File: config.mk
export PLATFORM = sky130hd
export DESIGN_NAME = mcn_node
export DESIGN_NICKNAME = d
export VERILOG_FILES = /design/src/rtl/mcn_pkg.sv /design/src/rtl/mcn_route.sv /design/src/rtl/mcn_arb.sv /design/src/rtl/mcn_fanout.sv /design/src/rtl/mcn_node.sv
export SDC_FILE = /design/constraint.sdc
export NUM_CORES = 1
export LEC_CHECK = 0
export BUFFER_PORTS_ARGS = -buffer_cell sky130_fd_sc_hd__buf_2
export CAP_MARGIN = 0
export CORE_AREA = 2 2 183 185
export CTS_CLUSTER_SIZE = 40
export DETAILED_ROUTE_END_ITERATION = 8
export DIE_AREA = 0 0 185 187
export GPL_TIMING_DRIVEN = 1
export PLACE_DENSITY = 0.45
export SLEW_MARGIN = 20
export SYNTH_ARGS = -nofsm -noshare
export SYNTH_HDL_FRONTEND = slang
export SYNTH_HIERARCHICAL = 1
export SYNTH_SLANG_ARGS = --single-unit
File: constraint.sdc
create_clock -name clk -period 8.1 [get_ports clk]
set_clock_uncertainty 0.05 [all_clocks]
set_input_delay 1.215 -clock clk [delete_from_list [all_inputs] [get_ports clk]]
set_output_delay 1.215 -clock clk [all_outputs]
set_load 0.02 [all_outputs]
File: src/rtl/mcn_pkg.sv
package mcn_pkg;
    localparam int NP   = 5;
    localparam int P_N  = 0;
    localparam int P_S  = 1;
    localparam int P_E  = 2;
    localparam int P_W  = 3;
    localparam int P_L  = 4;
    localparam logic [1:0] SZ_64 = 2'b11;

    typedef struct packed {
        logic       lock;
        logic [2:0] sel;
        logic [2:0] rr;
    } arb_st_t;

    typedef struct packed {
        logic [NP-1:0] done;
    } fan_st_t;
endpackage

File: src/rtl/mcn_route.sv
module mcn_route
    import mcn_pkg::*;
#(
    parameter int         CW      = 6,
    parameter int         ROWS    = 4,
    parameter int         COLS    = 4,
    parameter int         SRC     = 4,
    parameter logic [3:0] MC_CODE = 4'h3
) (
    input  logic            wr,
    input  logic [1:0]      sz,
    input  logic [3:0]      ctrl,
    input  logic [2*CW-1:0] addr_hi,
    input  logic [CW-1:0]   row_id,
    input  logic [CW-1:0]   col_id,
    input  logic [2*CW-1:0] group_id,
    output logic            is_mc,
    output logic [NP-1:0]   dest
);
    localparam logic [CW-1:0] LAST_ROW = CW'(ROWS - 1);
    localparam logic [CW-1:0] LAST_COL = CW'(COLS - 1);

    logic [CW-1:0] dst_row;
    logic [CW-1:0] dst_col;

    assign dst_row = addr_hi[2*CW-1 -: CW];
    assign dst_col = addr_hi[CW-1:0];

    always_comb begin
        is_mc = wr && (ctrl == MC_CODE) && (sz != SZ_64);
        dest  = '0;
        if (is_mc) begin
            dest[P_L] = (addr_hi == group_id);
            if (SRC == P_L) begin
                dest[P_N] = 1'b1;
                dest[P_S] = 1'b1;
                dest[P_E] = 1'b1;
                dest[P_W] = 1'b1;
            end else if (SRC == P_S) begin
                dest[P_N] = 1'b1;
                dest[P_E] = 1'b1;
                dest[P_W] = 1'b1;
            end else if (SRC == P_N) begin
                dest[P_S] = 1'b1;
                dest[P_E] = 1'b1;
                dest[P_W] = 1'b1;
            end else if (SRC == P_W) begin
                dest[P_E] = 1'b1;
            end else begin
                dest[P_W] = 1'b1;
            end
            if (row_id == '0)      dest[P_N] = 1'b0;
            if (row_id == LAST_ROW) dest[P_S] = 1'b0;
            if (col_id == '0)      dest[P_W] = 1'b0;
            if (col_id == LAST_COL) dest[P_E] = 1'b0;
        end else begin
            if (dst_col > col_id)      dest[P_E] = 1'b1;
            else if (dst_col < col_id) dest[P_W] = 1'b1;
            else if (dst_row > row_id) dest[P_S] = 1'b1;
            else if (dst_row < row_id) dest[P_N] = 1'b1;
            else                       dest[P_L] = 1'b1;
        end
    end
endmodule

File: src/rtl/mcn_arb.sv
module mcn_arb
    import mcn_pkg::*;
(
    input  logic          clk,
    input  logic          rst_n,
    input  logic [NP-1:0] in_valid,
    input  logic          fire,
    output logic          active,
    output logic [2:0]    sel
);
    arb_st_t st_d, st_q;
    logic [2:0] pick;
    logic       found;

    always_comb begin
        pick  = '0;
        found = 1'b0;
        for (int i = 0; i < NP; i++) begin
            int idx;
            idx = int'(st_q.rr) + i;
            if (idx >= NP) idx = idx - NP;
            if (!found && in_valid[idx]) begin
                found = 1'b1;
                pick  = 3'(idx);
            end
        end
        active = st_q.lock || found;
        sel    = st_q.lock ? st_q.sel : pick;

        st_d = st_q;
        if (active) begin
            if (fire) begin
                st_d.lock = 1'b0;
                st_d.rr   = (sel == 3'(NP - 1)) ? 3'd0 : sel + 3'd1;
            end else begin
                st_d.lock = 1'b1;
                st_d.sel  = sel;
            end
        end
    end

    always_ff @(posedge clk or negedge rst_n) begin
        if (!rst_n) st_q <= '0;
        else        st_q <= st_d;
    end


    grant_hold_chk: assert property (@(posedge clk) disable iff (!rst_n)
        (active && !fire) |=> (active && sel == $past(sel)));
endmodule

File: src/rtl/mcn_fanout.sv
module mcn_fanout
    import mcn_pkg::*;
(
    input  logic          clk,
    input  logic          rst_n,
    input  logic          active,
    input  logic [NP-1:0] dest,
    input  logic [NP-1:0] out_ready,
    output logic [NP-1:0] out_valid,
    output logic          all_done
);
    fan_st_t st_d, st_q;
    logic [NP-1:0] acc;

    always_comb begin
        out_valid = {NP{active}} & dest & ~st_q.done;
        acc       = out_valid & out_ready;
        all_done  = active && (((st_q.done | acc) & dest) == dest);
        st_d      = st_q;
        if (!active || all_done) st_d.done = '0;
        else                     st_d.done = st_q.done | acc;
    end

    always_ff @(posedge clk or negedge rst_n) begin
        if (!rst_n) st_q <= '0;
        else        st_q <= st_d;
    end

    for (genvar k = 0; k < NP; k++) begin : g_chk

        no_reoffer_chk: assert property (@(posedge clk) disable iff (!rst_n)
            (out_valid[k] && out_ready[k] && !all_done) |=> !out_valid[k]);

        copy_held_chk: assert property (@(posedge clk) disable iff (!rst_n)
            (out_valid[k] && !out_ready[k]) |=> out_valid[k]);
    end
endmodule

File: src/rtl/mcn_node.sv
module mcn_node
    import mcn_pkg::*;
#(
    parameter int         AW      = 32,
    parameter int         DW      = 32,
    parameter int         CW      = 6,
    parameter int         ROWS    = 4,
    parameter int         COLS    = 4,
    parameter logic [3:0] MC_CODE = 4'h3
) (
    input  logic             clk,
    input  logic             rst_n,
    input  logic [CW-1:0]    row_id,
    input  logic [CW-1:0]    col_id,
    input  logic [2*CW-1:0]  group_id,
    input  logic [NP-1:0]    in_valid,
    output logic [NP-1:0]    in_ready,
    input  logic [NP-1:0]    in_write,
    input  logic [2*NP-1:0]  in_size,
    input  logic [4*NP-1:0]  in_ctrl,
    input  logic [NP*AW-1:0] in_addr,
    input  logic [NP*DW-1:0] in_data,
    output logic [NP-1:0]    out_valid,
    input  logic [NP-1:0]    out_ready,
    output logic             out_write,
    output logic [1:0]       out_size,
    output logic [3:0]       out_ctrl,
    output logic [AW-1:0]    out_addr,
    output logic [DW-1:0]    out_data
);
    localparam int HW = 2 * CW;

    logic [NP-1:0] dest_all [NP];
    logic [NP-1:0] is_mc;
    logic          active;
    logic [2:0]    sel;
    logic          all_done;
    logic [NP-1:0] dest_sel;

    for (genvar g = 0; g < NP; g++) begin : g_route
        mcn_route #(
            .CW(CW), .ROWS(ROWS), .COLS(COLS), .SRC(g), .MC_CODE(MC_CODE)
        ) route_i (
            .wr      (in_write[g]),
            .sz      (in_size[2*g +: 2]),
            .ctrl    (in_ctrl[4*g +: 4]),
            .addr_hi (in_addr[g*AW+AW-1 -: HW]),
            .row_id  (row_id),
            .col_id  (col_id),
            .group_id(group_id),
            .is_mc   (is_mc[g]),
            .dest    (dest_all[g])
        );
    end

    mcn_arb arb_i (
        .clk     (clk),
        .rst_n   (rst_n),
        .in_valid(in_valid),
        .fire    (all_done),
        .active  (active),
        .sel     (sel)
    );

    always_comb begin
        dest_sel  = '0;
        out_write = 1'b0;
        out_size  = '0;
        out_ctrl  = '0;
        out_addr  = '0;
        out_data  = '0;
        for (int i = 0; i < NP; i++) begin
            if (sel == 3'(i)) begin
                dest_sel  = dest_all[i];
                out_write = in_write[i];
                out_size  = in_size[2*i +: 2];
                out_ctrl  = in_ctrl[4*i +: 4];
                out_addr  = in_addr[i*AW +: AW];
                out_data  = in_data[i*DW +: DW];
            end
        end
    end

    mcn_fanout fan_i (
        .clk      (clk),
        .rst_n    (rst_n),
        .active   (active),
        .dest     (dest_sel),
        .out_ready(out_ready),
        .out_valid(out_valid),
        .all_done (all_done)
    );

    always_comb begin
        in_ready = '0;
        for (int i = 0; i < NP; i++)
            if (all_done && sel == 3'(i)) in_ready[i] = 1'b1;
    end


    one_ready_chk: assert property (@(posedge clk) disable iff (!rst_n)
        $onehot0(in_ready));


    north_edge_chk: assert property (@(posedge clk) disable iff (!rst_n)
        (active && is_mc[sel] && row_id == '0) |-> !out_valid[P_N]);


    west_edge_chk: assert property (@(posedge clk) disable iff (!rst_n)
        (active && is_mc[sel] && col_id == '0) |-> !out_valid[P_W]);

    for (genvar g = 0; g < 4; g++) begin : g_back

        no_backflow_chk: assert property (@(posedge clk) disable iff (!rst_n)
            (active && sel == 3'(g) && is_mc[g]) |-> !out_valid[g]);
    end
endmodule

==> impl_metrics.json, run 1 <==
{
  "ctsHoldBuffers": 0,
  "rows": 67,
  "antenna_found_initial": 5,
  "hold_slack_ps": 455.6,
  "postPlaceCellArea_um2": 10310,
  "holdPathStages": 1,
  "crit_type": "register to primary output",
  "avgViaCountPerCell": 5.180,
  "setup_tns_ps": 0,
  "synthesis.nets": 1481,
  "cp-start-kind": "register",
  "r2r_slack_ps": 1880,
  "hold_viol": 0,
  "synthCells": 1017,
  "ff2ff_path_depth": 19,
  "initial_core_util_pct": 22.92,
  "clkSinkCount": 12,
  "fin_area_um2": 10410,
  "fin_crit_ps": 7660,
  "synth_area_um2": 7531,
  "grt_max_degree": 65,
  "critPathBufInv": 4,
  "fillers": 3703,
  "ys_warn_count": 6,
  "die_w_um": 185,
  "setup_viol": 0,
  "fin_cells": 1898,
  "crit-reg2reg-launch": "arb_i/st_q[2]",
  "grt_pass1_wl_um": 61710,
  "dpl.hpwl_um": 36640,
  "drv_cap": 0,
  "worst_pin_slew_ps": 973.6,
  "track_usage_pct": 23.56,
  "cts_tree": "yes",
  "routed_wl_um": 42930,
  "max_clock_freq_ghz": 0.1306,
  "clock_tree.buffer_depth": 2,
  "grt_pass1_vias": 9737,
  "finalCritPeriodShare_pct": 94.56,
  "arrival_ps": 6390,
  "dr.pass1.iters": 5,
  "slowest_delay_ps": 760,
  "path_max_fanout": 17,
  "postRouteAntennaNets": 0,
  "cp_top_family": "compound AO/OA/AOI/OAI gates",
  "clk_pin_slew_worst_paths_ps": 40,
  "grt_remaining_overflow": 0,
  "cts_buffers": 3,
  "io_pins": 472,
  "slew_headroom_pct": 33.42,
  "placed_cells": 1891,
  "synthToLayoutAreaGrowth_pct": 38.21,
  "grt_setup_unrepaired": "false",
  "die_area_um2": 34600,
  "cts_resized": 0,
  "core_um2": 32860,
  "clk_latency_ps": 240,
  "port_buffers": 471,
  "vias": 9831,
  "drive_gt1_share_pct": 40.57,
  "drt_iter0_markers": 533,
  "syn_area_per_cell_um2": 7.405,
  "clockRootBuffer": "clkbuf_16",
  "outcome": "completed",
  "post-cts-setup-buffers": 0,
  "wl_per_cell_um": 22.62,
  "final_nets": 1912,
  "drc_errors": 0,
  "cp_slowest_cell": "dfrtp_1",
  "crit_required_ps": 6840,
  "htree_levels": 1,
  "min-delay-start": "arb_i/st_q[4]",
  "finalMaxSlewViolations": 0,
  "crit_chain": "inv_1 -> ha_1 -> a211oi_2 -> a211oi_1 -> a211oi_1 -> nor2_1 -> o311a_1 -> and3_1 -> a311o_1 -> nand2_2 -> nand2b_1 -> o22ai_1 -> nor2b_1 -> a222oi_1 -> buf_4 -> and3_1 -> inv_1 -> nor4b_1 -> buf_2",
  "r2r_end": "arb_i/st_q[2]",
  "holdPathEnd": "arb_i/st_q[4]",
  "end_kind": "primary output",
  "die_h_um": 187,
  "hp-class": "register to register",
  "gp_congestion": 0.9016
}
-- final cells by class --
cell class	instances	area, um^2	area share [%]
Antenna cell	3	7.507	0.07212
Clock buffer	4	88.84	0.8535
Tap cell	448	560.5	5.385
Multi-Input combinational cell	851	6614	63.54
Inverter	90	337.8	3.246
Sequential cell	12	300.3	2.885
Timing Repair Buffer	490	2500	24.02
-- per-layer routing --
layer | share of wire, % | routed length (um) | vias up | global-route usage (%)
met5 | 0.079 | 34 | - | 0
met4 | 3.1 | 1320 | 4 | 8.120
met3 | 6.5 | 2795 | 56 | 2.687
met2 | 50 | 21330 | 457 | 42.62
met1 | 41 | 17440 | 4586 | 28.54
li1 | - | - | 4728 | -
-- cell usage in the layout, fill, tap and decap left out, drive strengths merged, types with 4 or more instances in the layout --
cell type / count
nand2b: 11
o211ai: 6
o221a: 4
and2: 10
nor2: 72
a21o: 15
nand3: 20
o31ai: 8
nor4: 19
o21bai: 4
a2bb2oi: 32
a211o: 5
nor3: 4
xor2: 50
dfrtp: 12
a31o: 5
ha: 73
o21ai: 11
buf: 490
mux2i: 69
inv: 90
nor2b: 18
a32oi: 48
a31oi: 48
xnor2: 18
a211oi: 9
o41ai: 6
mux2: 48
nand2: 81
nor4b: 5
and3: 11
o22ai: 34
clkbuf: 4
a21oi: 34
nand4: 28
or4: 6
-- flip-flops by register name, indices dropped and copies added, names as in the netlist --
signal	cells
fan_i/st_q	5
arb_i/st_q	7
-- stage by stage --
step                setup slack (ps)  utilization [%]
floorplan                      766.4                -
global placement               930.6            31.38
detailed placement             795.4            31.38
CTS                            485.9            31.65
global route                   35.04            31.67
finish                         440.3            31.67
-- how the worst max path moves through the flow --
stage | startpoint | endpoint | slack [ps] | depth (start not counted)
floorplan | arb_i/st_q[0] | in_ready[1] | 770 | 23
global placement | arb_i/st_q[1] | in_ready[2] | 930 | 20
detailed placement | arb_i/st_q[2] | in_ready[2] | 800 | 19
CTS | arb_i/st_q[2] | in_ready[2] | 490 | 19
global route | arb_i/st_q[2] | in_ready[2] | 40 | 19
finish | arb_i/st_q[2] | in_ready[2] | 440 | 19
Power of run 1 is not shown: default switching activity piles up to over one toggle a cycle in this logic, so the estimate is an artifact.
==> inputs of run 2 (changes only) <==
--- a/config.mk
+++ b/config.mk
@@ -5,15 +5,15 @@
 export SDC_FILE = /design/constraint.sdc
 export NUM_CORES = 1
 export LEC_CHECK = 0
+export ABC_AREA = 1
 export BUFFER_PORTS_ARGS = -buffer_cell sky130_fd_sc_hd__buf_2
 export CAP_MARGIN = 0
-export CORE_AREA = 2 2 183 185
+export CORE_AREA = 2 2 181 183
 export CTS_CLUSTER_SIZE = 40
 export DETAILED_ROUTE_END_ITERATION = 8
-export DIE_AREA = 0 0 185 187
+export DIE_AREA = 0 0 183 185
 export GPL_TIMING_DRIVEN = 1
-export PLACE_DENSITY = 0.45
-export SLEW_MARGIN = 20
+export PLACE_DENSITY = 0.49
 export SYNTH_ARGS = -nofsm -noshare
 export SYNTH_HDL_FRONTEND = slang
 export SYNTH_HIERARCHICAL = 1
==> run 2 against run 1 <==
  * Hold slack lost 19 ps
  * Synthesized cell count is 75% higher
  * Register-to-register slack better by 350 ps
  * Worst setup slack improved by 230 ps
  * Via count is 26% higher
  * Fmax rose by 3.0%
  * Clock-buffer cell count down 1
  * Area after synthesis increased by 16%
  * Core utilization increased by 4.1 points
==> impl_metrics.json, run 2 <==
{
  "routed_wl_um": 43470,
  "worst_pin_slew_ps": 854.4,
  "critPathBufInv": 7,
  "clockRootBuffer": "clkbuf_16",
  "core_um2": 32040,
  "path_max_fanout": 29,
  "syn_area_per_cell_um2": 4.907,
  "synth_edf_count": 0,
  "arrival_ps": 6170,
  "grt_max_degree": 72,
  "grt_pass1_vias": 11307,
  "cp_slowest_cell": "dfrtp_2",
  "critPathCapture": "in_ready[0]",
  "synth_ff_type": "dfrtp_1",
  "avgViaCountPerCell": 4.749,
  "dpl.hpwl_um": 36080,
  "cts_tree": "yes",
  "hp-class": "register to register",
  "crit-reg2reg-launch": "arb_i/st_q[0]",
  "wl_per_cell_um": 16.71,
  "ys_warn_count": 6,
  "max_clock_freq_ghz": 0.1345,
  "fillers": 3762,
  "synth_top_area_share_pct": 24.26,
  "synth_area_um2": 8710,
  "die_area_um2": 33860,
  "ff2ff_path_depth": 31,
  "grt_pass1_wl_um": 64430,
  "cp.depth": 30,
  "track_usage_pct": 24.37,
  "crit_top_cell": "nand2_1",
  "clock_tree.buffer_depth": 2,
  "antenna_found_initial": 3,
  "cp_top_family": "simple AND/OR/NAND/NOR gates",
  "cts_resized": 0,
  "initial_core_util_pct": 27.18,
  "slowest_delay_ps": 620,
  "ys_ff_latch": 12,
  "postRouteAntennaNets": 0,
  "clk_latency_ps": 240,
  "synthToLayoutAreaGrowth_pct": 31.59,
  "final_cell_mix": "563 x nand2_1, 471 x buf_2, 293 x nor2_1",
  "post-cts-setup-buffers": 0,
  "drc_errors": 0,
  "drive_gt1_share_pct": 26.79,
  "startpoint": "arb_i/st_q[0]",
  "regMostFlops": "arb_i/st_q",
  "hold_viol": 0,
  "post-place-ws_ps": 695.4,
  "finalCritPeriodShare_pct": 91.78,
  "die_w_um": 183,
  "synthArstFlopShare_pct": 100.0,
  "layout_commonest_cell": "nand2_1",
  "grt_remaining_overflow": 0,
  "r2r_slack_ps": 2230,
  "largest_register_ffs": 7,
  "drt_iter0_markers": 578,
  "vias": 12351,
  "outcome": "completed",
  "ctsHoldBuffers": 0,
  "clkSinkCount": 12,
  "drv_cap": 0,
  "grt_setup_unrepaired": "false",
  "clk_pin_slew_worst_paths_ps": 40,
  "htree_levels": 1,
  "slew_headroom_pct": 43.04,
  "crit_type": "register to primary output",
  "synthCells": 1775,
  "io_pins": 472,
  "yosys-top-cells-count": "563 x nand2_1, 294 x nor2_1, 291 x inv_1, 206 x nand3_1, 91 x nand4_1",
  "setup_viol": 0,
  "crit_required_ps": 6840,
  "synthesis.nets": 2239,
  "reg_top3": "arb_i/st_q x7, fan_i/st_q x5",
  "seq_area_frac_synth_pct": 3.448,
  "dr.pass1.iters": 5,
  "port_buffers": 471,
  "fin_crit_ps": 7434,
  "r2r_end": "arb_i/st_q[1]",
  "synthDistinctLibCells": 44,
  "setup_tns_ps": 0,
  "gp_congestion": 0.9142,
  "synth.largest_area_cell": "nand2_1",
  "end_kind": "primary output",
  "synth.area.top_cells": "nand2_1 24%, nor2_1 13%, inv_1 13%",
  "die_h_um": 185,
  "rows": 66,
  "synth.most_common_cell": "nand2_1",
  "placed_cells": 2596,
  "cp-start-kind": "register",
  "cts_buffers": 3,
  "finalMaxSlewViolations": 0,
  "fin_ws_ps": 665.6,
  "fin_cells": 2601,
  "final_nets": 2657
}
run 2: cell type report:
type	instances	area (um^2)	area share, %
multi-input cells	1379	6940	60.56
repair buffers	482	2444	21.32
inverters	315	1185	10.34
well taps	408	510.5	4.454
flip-flops and latches	12	301.5	2.631
clock buffers	3	75.07	0.6550
diodes	2	5.005	0.04367
run 2: stage by stage:
step	cell area [um^2]	util, %	hold slack, ps
after floorplan	8710	-	395.7
final	11460	35.77	436.6
after global placement	11380	35.50	449.0
after detailed placement	11380	35.50	426.5
after global routing	11460	35.76	485.9
after CTS	11450	35.74	437.8
run 2: how the worst min path moves through the flow:
stage / depth (start not counted) / slack [ps] / from / endpoint
2_1_floorplan: 2 / 400 / arb_i/st_q[3] / arb_i/st_q[3]
3_3_place_gp: 2 / 450 / arb_i/st_q[4] / arb_i/st_q[4]
3_5_place_dp: 2 / 430 / arb_i/st_q[4] / arb_i/st_q[4]
4_1_cts: 2 / 440 / arb_i/st_q[4] / arb_i/st_q[4]
5_1_grt: 2 / 490 / arb_i/st_q[4] / arb_i/st_q[4]
6_report: 2 / 440 / arb_i/st_q[4] / arb_i/st_q[4]
run 2: metal layers:
metal  part of all wire, %  GRT usage (%)  wire length [um]
met1                    43          30.91             18780
met2                    48          43.32             20740
met3                   6.7          3.323              2907
met4                   2.3          6.240              1019
met5                 0.062              0                27
run 2: cell families after synthesis:
group / share of synthesized area, %
xor gates and xnor gates: 1.781
and+or+nand+nor: 62.97
AOI/OAI and AO/OA: 4.080
adders and majority gates: 10.49
buffers and inverters: 17.24
DFF: 3.448
run 2: worst reg2reg max path, delay by kind of cell (launching register included):
family,cells,cell delay (ps)
AOI/OAI and AO/OA,2,160
DFF,1,620
adders and majority gates,2,590
and+or+nand+nor,21,2760
buffers and inverters,6,1590
Power of run 2 is left out for the same reason.
==> inputs of run 3 (changes only) <==
--- a/config.mk
+++ b/config.mk
@@ -8,13 +8,12 @@
 export ABC_AREA = 1
 export BUFFER_PORTS_ARGS = -buffer_cell sky130_fd_sc_hd__buf_2
 export CAP_MARGIN = 0
-export CORE_AREA = 2 2 181 183
+export CORE_AREA = 2 2 184 186
 export CTS_CLUSTER_SIZE = 40
 export DETAILED_ROUTE_END_ITERATION = 8
-export DIE_AREA = 0 0 183 185
+export DIE_AREA = 0 0 186 188
 export GPL_TIMING_DRIVEN = 1
-export PLACE_DENSITY = 0.49
+export PLACE_DENSITY = 0.43
 export SYNTH_ARGS = -nofsm -noshare
 export SYNTH_HDL_FRONTEND = slang
-export SYNTH_HIERARCHICAL = 1
 export SYNTH_SLANG_ARGS = --single-unit
==> run 3 against run 2 <==
  * Critical path depth up 3
  * Area after synthesis down 17%
  * Non-clock buffer count up 2
  * Via count down 14%
  * Sequential share of layout area up 0.36 points
  * Final cell count down 17%
  * Hold slack worse by 4.1 ps
  * Critical endpoint unchanged
==> impl_metrics.json, run 3 <==
{
  "outcome": "completed",
  "synth_ff_type": "dfrtp_1",
  "drt_iter0_markers": 829,
  "synthDistinctLibCells": 50,
  "crit_required_ps": 6840,
  "synth.area.top_cells": "nand3_1 18%, nand2_1 18%, ha_1 13%",
  "wl_per_cell_um": 21.32,
  "grt_setup_unrepaired": "false",
  "hold_viol": 0,
  "clockRootBuffer": "clkbuf_16",
  "path_max_fanout": 20,
  "antenna_found_initial": 10,
  "die_h_um": 188,
  "worst_pin_slew_ps": 1060,
  "synth_edf_count": 0,
  "cp_slowest_cell": "o21ai_0",
  "clkSinkCount": 12,
  "rows": 67,
  "synth_area_um2": 7229,
  "crit_type": "register to primary output",
  "port_buffers": 471,
  "setup_viol": 0,
  "grt_max_degree": 73,
  "postRouteAntennaNets": 0,
  "die_w_um": 186,
  "initial_core_util_pct": 21.83,
  "ctsHoldBuffers": 0,
  "clock_tree.buffer_depth": 2,
  "arrival_ps": 5720,
  "cts_buffers": 3,
  "slew_headroom_pct": 28.80,
  "setup_tns_ps": 0,
  "synth.largest_area_cell": "nand3_1",
  "drive_gt1_share_pct": 31.21,
  "cp-start-kind": "register",
  "htree_levels": 1,
  "drc_errors": 0,
  "seq_area_frac_synth_pct": 4.154,
  "crit_top_cell": "nand2_1",
  "ys_warn_count": 0,
  "finalMaxSlewViolations": 0,
  "reg_top3": "arb_i.st_q x7, fan_i.st_q x5",
  "end_kind": "primary output",
  "avgViaCountPerCell": 4.951,
  "largest_register_ffs": 7,
  "clk_latency_ps": 240,
  "final_cell_mix": "471 x buf_2, 345 x nand2_1, 266 x nand3_1",
  "cts_tree": "yes",
  "ff2ff_path_depth": 33,
  "io_pins": 472,
  "synthArstFlopShare_pct": 100.0,
  "grt_remaining_overflow": 0,
  "clk_pin_slew_worst_paths_ps": 40,
  "synthToLayoutAreaGrowth_pct": 38.84,
  "grt_pass1_vias": 10475,
  "fin_crit_ps": 6985,
  "min-delay-start": "arb_i.st_q[5]",
  "yosys-top-cells-count": "345 x nand2_1, 266 x nand3_1, 118 x inv_1, 77 x o211ai_1, 73 x ha_1",
  "grt_pass1_wl_um": 65780,
  "slowest_delay_ps": 370,
  "syn_area_per_cell_um2": 5.639,
  "crit-reg2reg-launch": "arb_i.st_q[0]",
  "die_area_um2": 34970,
  "ys_ff_latch": 12,
  "synthCells": 1282,
  "layout_commonest_cell": "buf_2",
  "track_usage_pct": 25.25,
  "regMostFlops": "arb_i.st_q",
  "max_clock_freq_ghz": 0.1432,
  "finalCritPeriodShare_pct": 86.24,
  "post-cts-setup-buffers": 0,
  "hp-class": "register to register",
  "synthesis.nets": 1747,
  "synth_top_area_share_pct": 18.41,
  "core_um2": 33110,
  "drv_cap": 0,
  "dr.pass1.iters": 6,
  "final_nets": 2158,
  "routed_wl_um": 45760,
  "cts_resized": 0,
  "vias": 10625,
  "dpl.hpwl_um": 39060,
  "startpoint": "arb_i.st_q[0]",
  "holdPathStages": 2,
  "gp_congestion": 0.9619,
  "synth.most_common_cell": "nand2_1"
}
-- run 3: changes by cell type in the layout (fill, tap and decap cells not counted), sizes merged, moves of 52 or more --
cell    delta
nand4     -56
nor2     -241
o211ai    +78
nand3     +52
inv      -188
nand2    -231
-- run 3: cell type report --
| cell class | count | area [um^2] |
|---|---|---|
| well taps | 448 | 560.5 |
| clock buffers | 4 | 88.84 |
| fillers | 3900 | 23080 |
| inverters | 123 | 461.7 |
| repair buffers | 484 | 2455 |
| diodes | 6 | 15.01 |
| multi-input cells | 1069 | 6156 |
| flip-flops and latches | 12 | 300.3 |
-- run 3: cell families (layout without fill, tap and decap cells) --
group,Yosys count,count (layout),synth area share (%)
xor+xnor,59,59,7.355
flops,12,12,4.154
fa+ha+maj,74,74,12.91
simple gates,763,763,48.44
compound gates,173,173,16.18
other cells,0,6,0
buf+inv,201,611,10.96
-- run 3: per-stage QoR --
stage               hold WS, ps  cell area, um^2  util, %  setup WS (ps)  cells
floorplan                 392.2             7229        -           2556   1282
global placement          420.7             9933    30.00           1439   2136
detailed placement        418.5             9933    30.00           1400   2136
CTS                       434.9            10020    30.27           1150   2140
global route              483.9            10030    30.29          565.3   2143
finish                    432.5            10040    30.31           1115   2146
-- run 3: path summary, 6_finish.rpt --
path,slack [ps],to
max,1110,in_ready[0]
min,430,arb_i.st_q[5]
max reg2reg,2780,arb_i.st_q[0]
min reg2reg,430,arb_i.st_q[5]
max in group asynchronous,6990,arb_i.st_q[1]
min in group asynchronous,800,fan_i.st_q[1]
-- run 3: layer usage --
| metal | track usage (%) | vias to the layer above | part of all wire, % |
|---|---|---|---|
| met3 | 4.622 | 62 | 7.1 |
| met2 | 40.92 | 424 | 45 |
| met5 | 0 | - | 0.090 |
| met1 | 33.23 | 4907 | 43 |
| met4 | 9.055 | 6 | 3.9 |
| li1 | - | 5226 | - |
-- run 3: worst max-delay path, delay by kind of cell, from the launching register on --
family	cells	cell delay, ps
AO/OA/AOI/OAI	4	990
adder cells (fa/ha/maj)	3	890
buffers and inverters	8	1370
flip-flops	1	350
AND/OR/NAND/NOR	18	1840
Power of run 3 is left out for the same reason.
